===== src/rtl/tdm_pkg.sv =====
package tdm_pkg;
  // position arithmetic shared by the datapath; the bench restates it on its own
  function automatic int slot_of(int pos, int word_w);
    return pos / word_w;
  endfunction

  function automatic int bit_of(int pos, int word_w);
    return pos % word_w;
  endfunction

  function automatic int next_pos(int pos, int frame_len);
    return (pos + 1) % frame_len;
  endfunction
endpackage


===== src/rtl/tdm_clkdiv.sv =====
module tdm_clkdiv #(
  parameter int HALF_DIV = 2,
  localparam int CW = (HALF_DIV > 1) ? $clog2(HALF_DIV) : 1
) (
  input  logic clk,
  input  logic rst,
  output logic sclk,
  output logic rise_evt,
  output logic fall_evt
);
  logic [CW-1:0] cnt;
  logic          tick;

  assign tick     = (cnt == CW'(HALF_DIV - 1));
  assign rise_evt = tick && !sclk;
  assign fall_evt = tick && sclk;

  always_ff @(posedge clk) begin
    if (rst) begin
      cnt  <= '0;
      sclk <= 1'b0;
    end else if (tick) begin
      cnt  <= '0;
      sclk <= ~sclk;
    end else begin
      cnt <= cnt + 1'b1;
    end
  end
endmodule


===== src/rtl/tdm_tx.sv =====
module tdm_tx #(
  parameter int WORD_W = 16,
  parameter int NCH    = 8
) (
  input  logic              clk,
  input  logic              rst,
  input  logic              rise_evt,
  input  logic              slot_boundary,
  input  logic              own_start,
  input  logic              wr,
  input  logic [WORD_W-1:0] wdata,
  input  logic [NCH-1:0]    wmask,
  output logic              full,
  output logic              load_pulse,
  output logic              data_o,
  output logic              addr_o,
  output logic              oe_o
);
  logic [WORD_W-1:0] hold_w, sh_w;
  logic [NCH-1:0]    hold_m, sh_m;
  logic              active;

  always_ff @(posedge clk) begin
    if (rst) begin
      hold_w     <= '0;
      hold_m     <= '0;
      sh_w       <= '0;
      sh_m       <= '0;
      full       <= 1'b0;
      active     <= 1'b0;
      load_pulse <= 1'b0;
    end else begin
      load_pulse <= 1'b0;
      if (wr) begin
        hold_w <= wdata;
        hold_m <= wmask;
        full   <= 1'b1;
      end
      if (rise_evt) begin
        if (slot_boundary) begin
          if (own_start && full) begin
            sh_w       <= hold_w;
            sh_m       <= hold_m;
            active     <= 1'b1;
            load_pulse <= 1'b1;
            if (!wr) full <= 1'b0;
          end else begin
            active <= 1'b0;
          end
        end else if (active) begin
          sh_w <= {sh_w[WORD_W-2:0], 1'b0};
          sh_m <= {1'b0, sh_m[NCH-1:1]};
        end
      end
    end
  end

  assign data_o = active & sh_w[WORD_W-1];
  assign addr_o = active & sh_m[0];
  assign oe_o   = active;
endmodule


===== src/rtl/tdm_rx.sv =====
module tdm_rx #(
  parameter int WORD_W = 16,
  parameter int NCH    = 8,
  localparam int CH_W  = $clog2(NCH),
  localparam int BIT_W = $clog2(WORD_W)
) (
  input  logic              clk,
  input  logic              rst,
  input  logic              fall_evt,
  input  logic [BIT_W-1:0]  cur_bit,
  input  logic [CH_W-1:0]   cur_slot,
  input  logic [CH_W-1:0]   my_ch,
  input  logic [NCH-1:0]    rx_en,
  input  logic              data_i,
  input  logic              addr_i,
  input  logic              rd,
  output logic [WORD_W-1:0] rbuf,
  output logic [CH_W-1:0]   rchan,
  output logic              full,
  output logic              overrun,
  output logic              cap_pulse
);
  logic [WORD_W-1:0] sh;
  logic [NCH-1:0]    amask;
  logic              last_bit, hit;

  assign last_bit = (cur_bit == BIT_W'(WORD_W - 1));
  assign hit      = rx_en[cur_slot] && amask[my_ch];

  always_ff @(posedge clk) begin
    if (rst) begin
      sh        <= '0;
      amask     <= '0;
      rbuf      <= '0;
      rchan     <= '0;
      full      <= 1'b0;
      overrun   <= 1'b0;
      cap_pulse <= 1'b0;
    end else begin
      cap_pulse <= 1'b0;
      if (rd) begin
        full    <= 1'b0;
        overrun <= 1'b0;
      end
      if (fall_evt) begin
        sh <= {sh[WORD_W-2:0], data_i};
        if (cur_bit < BIT_W'(NCH)) amask[cur_bit[CH_W-1:0]] <= addr_i;
        if (last_bit && hit) begin
          rbuf      <= {sh[WORD_W-2:0], data_i};
          rchan     <= cur_slot;
          full      <= 1'b1;
          cap_pulse <= 1'b1;
          if (full && !rd) overrun <= 1'b1;
        end
      end
    end
  end
endmodule


===== src/rtl/tdm_port.sv =====
module tdm_port
  import tdm_pkg::*;
#(
  parameter int WORD_W   = 16,
  parameter int NCH      = 8,
  parameter int HALF_DIV = 2,
  localparam int CH_W    = $clog2(NCH)
) (
  input  logic              clk,
  input  logic              rst,
  input  logic [CH_W-1:0]   my_ch,
  input  logic [NCH-1:0]    rx_en,
  input  logic              tx_wr,
  input  logic [WORD_W-1:0] tx_wdata,
  input  logic [NCH-1:0]    tx_wmask,
  output logic              tx_full,
  output logic              tx_int,
  input  logic              rx_rd,
  output logic [WORD_W-1:0] rx_data,
  output logic [CH_W-1:0]   rx_chan,
  output logic              rx_full,
  output logic              rx_overrun,
  output logic              rx_int,
  output logic              sclk,
  output logic              fsync,
  output logic              data_out,
  output logic              addr_out,
  output logic              line_oe,
  input  logic              data_in,
  input  logic              addr_in
);
  localparam int FRAME = NCH * WORD_W;
  localparam int POS_W = $clog2(FRAME);
  localparam int BIT_W = $clog2(WORD_W);

  // named internal events, also used by the bound checker
  logic             rise_evt, fall_evt;
  logic [POS_W-1:0] bitpos, nxt_pos;
  logic [CH_W-1:0]  cur_slot, nxt_slot;
  logic [BIT_W-1:0] cur_bit, nxt_bit;
  logic             slot_boundary, own_start;

  tdm_clkdiv #(.HALF_DIV(HALF_DIV)) u_div (
    .clk(clk), .rst(rst), .sclk(sclk), .rise_evt(rise_evt), .fall_evt(fall_evt)
  );

  assign nxt_pos  = POS_W'(next_pos(int'(bitpos), FRAME));
  assign cur_slot = CH_W'(slot_of(int'(bitpos), WORD_W));
  assign cur_bit  = BIT_W'(bit_of(int'(bitpos), WORD_W));
  assign nxt_slot = CH_W'(slot_of(int'(nxt_pos), WORD_W));
  assign nxt_bit  = BIT_W'(bit_of(int'(nxt_pos), WORD_W));

  assign slot_boundary = rise_evt && (nxt_bit == '0);
  assign own_start     = slot_boundary && (nxt_slot == my_ch);

  // position starts at the last bit so the first rising edge opens frame 0
  always_ff @(posedge clk) begin
    if (rst)           bitpos <= '1;
    else if (rise_evt) bitpos <= nxt_pos;
  end

  assign fsync = (bitpos == '0);

  tdm_tx #(.WORD_W(WORD_W), .NCH(NCH)) u_tx (
    .clk(clk), .rst(rst), .rise_evt(rise_evt), .slot_boundary(slot_boundary),
    .own_start(own_start), .wr(tx_wr), .wdata(tx_wdata), .wmask(tx_wmask),
    .full(tx_full), .load_pulse(tx_int), .data_o(data_out), .addr_o(addr_out),
    .oe_o(line_oe)
  );

  tdm_rx #(.WORD_W(WORD_W), .NCH(NCH)) u_rx (
    .clk(clk), .rst(rst), .fall_evt(fall_evt), .cur_bit(cur_bit),
    .cur_slot(cur_slot), .my_ch(my_ch), .rx_en(rx_en), .data_i(data_in),
    .addr_i(addr_in), .rd(rx_rd), .rbuf(rx_data), .rchan(rx_chan),
    .full(rx_full), .overrun(rx_overrun), .cap_pulse(rx_int)
  );
endmodule


===== config.mk =====
export PLATFORM = sky130hd
export DESIGN_NAME = tdm_port
export DESIGN_NICKNAME = d
export VERILOG_FILES = /design/src/rtl/tdm_pkg.sv /design/src/rtl/tdm_clkdiv.sv /design/src/rtl/tdm_tx.sv /design/src/rtl/tdm_rx.sv /design/src/rtl/tdm_port.sv
export SDC_FILE = /design/constraint.sdc
export NUM_CORES = 1
export LEC_CHECK = 0
export ABC_CLOCK_PERIOD_IN_PS = 2290
export BUFFER_PORTS_ARGS = -buffer_cell sky130_fd_sc_hd__buf_2
export CORE_MARGIN = 2
export CORE_UTILIZATION = 30
export DETAILED_ROUTE_END_ITERATION = 10
export MAX_ROUTING_LAYER = met4
export PLACE_DENSITY = 0.48
export SLEW_MARGIN = 10
export SYNTH_ARGS = -nofsm -noshare
export SYNTH_HDL_FRONTEND = slang
export SYNTH_SLANG_ARGS = --single-unit

===== constraint.sdc =====
create_clock -name clk -period 2.29 [get_ports clk]
set_input_delay 0.1145 -clock clk [delete_from_list [all_inputs] [get_ports clk]]
set_output_delay 0.1145 -clock clk [all_outputs]
set_load 0.01 [all_outputs]

[Yosys cells after proc, flatten, opt, wreduce, memory -nomap -nowiden]
Index checks and enable logic that the tools add are counted.
Storage, ports and cells
  output and inout bits: 29
  logic and storage cells: 81
  flip-flop bits (word level): 105
  input port bits: 41
Operators by class
  bitwise logic cells: 6
  multiplexer cells: 27
  $lt $le $gt $ge: 5
  add/subtract/negate cells: 2
  eq/ne operators: 3
  reduce and logical (&&, ||, !) cells: 21
Operator list (number)
  2-to-1 mux 16 bit: 3
  2-to-1 mux 8 bit: 3
  2-to-1 mux 1 bit: 17
  less-than comparator 3 x 4 -> 1 bit, second input constant: 3
  logical AND 1 bit: 9
  bitwise mux 8 bit: 1
  adder 7 x 1 -> 7 bit, second input constant: 1
  logical NOT 7 bit: 1
  binary-select mux 1 bit (select 3 bit): 2
  AND reduction 2 bit: 3
  equality test 4 bit, second input constant: 1
  logical NOT 4 bit: 1
  less-than comparator 4 bit, second input constant: 1
  NOT 1 bit: 4
  OR reduction 2 bit: 2
  demux 1 bit (select 3 bit): 1
  equality test 3 bit: 1
  greater-or-equal comparator 3 x 1 -> 1 bit, second input constant: 1
  AND reduction 3 bit: 1
  OR reduction 3 bit: 1
  bitwise AND 1 bit: 2
  logical NOT 1 bit: 2
  != test 2 x 1 -> 1 bit, second input constant: 1
  nonzero test 2 bit: 1
  adder 1 bit, second input constant: 1

[Logic depth before layout (Yosys ltp)]
  depth after elaboration: 8
  depth in mapped cells: 8
  gate-level depth less buffers: 6

[Hierarchy]
A second synthesis with hierarchy kept.
Second synthesis, totals
  cell total of the unflattened synthesis: 475
  area, all modules: 4709.5 sq um
Modules (own cells, without submodules)
  tdm_tx: seq. area each 1021.0 sq um, instances 1, cells an instance 220, area each 2220.9 sq um
  tdm_rx: seq. area each 900.9 sq um, instances 1, cells an instance 198, area each 1985.7 sq um
  tdm_port: seq. area each 140.1 sq um, instances 1, cells an instance 50, area each 432.9 sq um
  tdm_clkdiv: seq. area each 40.0 sq um, instances 1, cells an instance 7, area each 70.1 sq um

[Worst setup path after synthesis]
No wires, ideal clock.
  path type: reg-to-reg
  from: register bitpos[0]
  to: register u_tx.sh_m[0]
  arrival time: 2.102 ns
  cell stages (with the launch flop): 9
  buffers on the path: 2
  data required time: 2.217 ns
  library setup time: 0.073 ns
  setup slack: 0.115 ns
  clock period less this slack: 2.175 ns
  cells stage by stage: dfxtp_1 > ha_1 > nand3_4 > and3_1 > o41a_1 > o211a_1 > buf_2 > buf_6 > o211ai_2
Between the ends
  word-level cells in the longest chain between the ends: 7
  elaborated cells on any way between the ends: 10
  classes of those cells: 1 x add/sub; 2 x eq/ne; 1 x mux; 6 x reduce/logical
Ends and longest elaborated chain
  from (decl): line tdm_port.sv:38  | logic [POS_W-1:0] bitpos, nxt_pos;
  from (signal assigned): line tdm_port.sv:59  | else if (rise_evt) bitpos <= nxt_pos;
  adder 7 x 1 -> 7 bit (*): line tdm_pkg.sv:12  | return (pos + 1) % frame_len;
  logical NOT 4 bit: line tdm_port.sv:53  | assign slot_boundary = rise_evt && (nxt_bit == '0);
  logical AND 1 bit: line tdm_port.sv:53
  logical AND 1 bit: line tdm_port.sv:54  | assign own_start = slot_boundary && (nxt_slot == my_ch);
  logical AND 1 bit: line tdm_tx.sv:41  | if (own_start && full) begin
  != test 2 x 1 -> 1 bit (no source line)
  AND reduction 3 bit (no source line)
  to (signal assigned): line tdm_tx.sv:43  | sh_m <= hold_m;
  to (signal assigned): line tdm_tx.sv:52  | sh_m <= {1'b0, sh_m[NCH-1:1]};
  to (decl): line tdm_tx.sv:20  | logic [NCH-1:0] hold_m, sh_m;
Mark *: on every way between the ends. The rest lies on a longest branch, timed or not.
A chain may end at the register's enable or synchronous reset.

[Worst setup path in the final report]
  from: register bitpos[0]
  to: register u_tx.sh_w[10]
Between the ends
  word-level cells in the longest chain between the ends: 7
  elaborated cells on any way between the ends: 10
  classes of those cells: 1 x add/sub; 2 x eq/ne; 1 x mux; 6 x reduce/logical
Ends and longest elaborated chain
  adder 7 x 1 -> 7 bit (*): line tdm_pkg.sv:12
  logical NOT 4 bit: line tdm_port.sv:53
  logical AND 1 bit: line tdm_port.sv:53
  logical AND 1 bit: line tdm_port.sv:54
  logical AND 1 bit: line tdm_tx.sv:41
  != test 2 x 1 -> 1 bit (no source line)
  AND reduction 3 bit (no source line)
  to (signal assigned): line tdm_tx.sv:42  | sh_w <= hold_w;
  to (signal assigned): line tdm_tx.sv:51  | sh_w <= {sh_w[WORD_W-2:0], 1'b0};
  to (decl): line tdm_tx.sv:19  | logic [WORD_W-1:0] hold_w, sh_w;
Marked as above.

==> impl_results.md <==
- Status: finished clean
- Die ar.: 16300 µm²
- Vias in the first global route: between 3000 and 4000
- Origin of the critical flop-to-flop path: bitpos[0]
- Clk sinks: between 100 and 150
- DR WL/cell: 14.1 µm
- Clock Latency Late Sink: about 0.35 ns
- PwrDens: between 700 and 800 nW/µm²
- Net count reported at finish: around 610
- Tcrit/Tclk final: 93.0%
- CTS tree: done
- Post-DP HPWL: 7.28 mm
- Top FF cell, synth: dfxtp_1
- First-pass GRT wire length: 18.0 mm
- Grt total ovfl: 0
- Startpoint types: flip-flop
- H-tree levels: 3
- TritonCTS Buffers: 9
- Core box area: between 15000 and 20000 µm²
- Comb pwr share: 11.2%
- Drt initial violations: approximately 150
- Initial antenna violation count: 0
- Synth warn: 0
- Initial core utilization: about 30%
- Post-synthesis sequential area ratio: between 40 and 50%
- Async set-reset flop share out of synthesis: 0%
- Slew Limit Fails: 0
- GP Congestion: 0.723
- CP max FO: 24
- Routed WL: roughly 11 mm
- Antenna fix cells: 0
- Placed insts: around 730
- Post-Syn Area: between 4000 and 5000 µm²
- Commonest non-fill, non-tap cell in the layout: dfxtp_1
- DR pass1 iterations: 4
- IO buf count: 69
- Hold path depth: 3
- Finish-stage setup viols: 0
- Sw power: 1.00 mW
- Post-synth net total: 541
- Synth Register Bits: ~110
- R2r worst-path depth: 7
- F_max: roughly 0.47 GHz
- Crit Path Category: reg -> reg
- Root Buffer Master: clkbuf_16
- Worst Hold Class: in -> reg
- Worst-path clk slew: 0.07 ns
- Post-Syn Area per Cell: between 9 and 10 µm²
- Final cell count without fillers: approximately 760
- Final core area utilization: 37.8%
- Cell internal pwr: 3.03 mW
- Die Wd: 128 µm
- Hold violation total from the final report: 0
- Post-route ant nets: 0
- Endpoint type of the worst setup path: flip-flop
- Number of synthesized flops with an enable pin: 0
- Min-delay src: tx_wdata[6]
- Max-cap violation count: 0
- Total negative slack: 0 ns
- Most frequent cells in the layout: 105 x dfxtp_1, 88 x nand2_1, 69 x buf_2, 57 x nor2_1, 55 x mux2i_1
- Setup Skew: slightly above 0.006 ns
- Mapped Cells: 497
- Slew headroom: 50.2%
- Clock buffer depth: 2
- Share of cells above drive strength 1: 23.8%
- I/O pins: 70
- DRC violations left: 0
- Yosys cell types: 49
- Worst slew pin tran: 0.748 ns
- Setup repair after global routing missed its margin: false
- Largest net degree at the start of global routing: 33
- Reg2reg end: u_tx.sh_w[10]
- DIE HEIGHT: 128 µm
- Register-to-register path setup slack: roughly 0.16 ns
- Worst Path Required: approximately 2.5 ns
- Max IR drop VDD: ~480 µV
- Clock share of power: around two fifths
- GRT Util Overall: between 10 and 15%
- Seq pwr share: between 40% and 50%
- Vias/cell: just under 5
- LEAKAGE: 2.49 nW
- Worst Hold Endpoint: u_tx.hold_w[6]
- Net Sw Frac: about a quarter
- Worst EP arrival: roughly 2.4 ns
- Via count: ~3700
- Min Tclk post-route: around 2.1 ns
- Area delta synth->final: 24.0%
- Rows: 45
-- synthesized netlist by cell type, drive strengths merged (2+ instances only) --
cell       n  area, µm²
and3       2       12.5
a211oi     2       20.0
and2       3       18.8
xnor2      2       17.5
o211ai    22        265
nor2b      3       18.8
dfxtp    105       2100
nor2      57        214
nand3      8       52.6
nand2     88        330
ha         3       37.5
o21ai      4       20.0
or3        2       12.5
nand3b     2       15.0
inv        5       18.8
xor2       4       35.0
o2111ai   23        201
a21oi     22        110
mux2i     55        551
clkbuf    32        120
mux4       2       45.0
nor3       6       30.0
buf       11       70.1
nor3b      5       37.5
or4b       2       23.8
nand2b     9       56.3
o21a       2       15.0
-- cell families (layout without fill, tap and decap cells) --
group,count (synthesis),count (layout),share of synthesized area [%]
adder cells (fa/ha/maj),3,3,0.816
buffers and inverters,48,126,4.54
XOR/XNOR,6,6,1.14
flip-flops,105,105,45.7
multiplexers,58,58,13.2
AO/OA/AOI/OAI,84,84,15.6
AND/OR/NAND/NOR,193,193,19.0
-- cell type report --
| class | instances | area, µm² |
|---|---|---|
| clock buffer | 10 | 229 |
| clock inverter | 6 | 91.3 |
| fill | 1550 | 9390 |
| inverter | 5 | 18.8 |
| multi-input combinational | 344 | 2320 |
| sequential | 105 | 2100 |
| tap | 188 | 235 |
| timing repair buffer | 105 | 711 |
-- worst max-delay path: stages, from the launching register on --
cell       delay, ns
dfxtp_1         0.34
ha_1            0.27
nand3_4         0.15
and3_1          0.22
o41a_1          0.41
buf_4           0.23
o2111ai_1       0.25
o211ai_2        0.12
-- power groups by stage --
stage | Combinational [mW] | Clock [mW] | Sequential (mW)
6_report | 0.450 | 1.66 | 1.92
5_1_grt | 0.497 | 1.80 | 1.93
4_1_cts | 0.449 | 1.72 | 1.92
3_5_place_dp | 0.423 | 0 | 1.97
3_3_place_gp | 0.413 | 0 | 1.96
2_1_floorplan | 0.300 | 0 | 1.94
-- layer usage --
metal	track usage, %	part of all wire [%]
met1	17.3	47
met2	22.7	48
met5	-	0
met4	3.56	0.86
met3	4.09	4.0
-- registers in the layout (all words and copies together) (netlist names), 3 cells and up --
| register | cells |
|---|---|
| u_rx.sh | 15 |
| bitpos | 7 |
| u_tx.hold_w | 16 |
| u_rx.rchan | 3 |
| u_rx.amask | 8 |
| u_tx.sh_m | 8 |
| u_rx.rbuf | 16 |
| u_tx.sh_w | 16 |
| u_tx.hold_m | 8 |
-- worst max path at each step --
stage / start / end / slack, ns / depth (start not counted)
6_report: bitpos[0] / u_tx.sh_w[10] / 0.16 / 7
5_1_grt: bitpos[1] / u_tx.sh_w[10] / 0.005 / 7
4_1_cts: bitpos[1] / fsync / 0.04 / 6
3_5_place_dp: bitpos[1] / u_tx.sh_m[7] / 0.12 / 7
3_3_place_gp: bitpos[1] / u_tx.sh_m[7] / 0.16 / 7
2_1_floorplan: bitpos[0] / u_tx.sh_m[0] / 0.11 / 8
-- stage by stage --
step / cell area (µm²) / hold WS, ns / setup slack (ns) / total power [mW]
after floorplan: 4600 / 0.250 / 0.115 / 2.24
after CTS: 5690 / 0.00291 / 0.0382 / 4.09
after global placement: 5190 / 0.350 / 0.161 / 2.38
after detailed placement: 5190 / 0.356 / 0.121 / 2.39
final: 5700 / 0.0157 / 0.159 / 4.03
after global routing: 5700 / 0.00387 / 0.00471 / 4.23
-- what timing repair did --
action,CTS,global route
setup endpoints to repair,1,4
endpoints found under the hold margin,18,0
cloned,0,0
hold buffers,18,0
gates resized for setup,1,4
setup buffers,0,0
No activity file was read; power rests on OpenSTA's default activity.
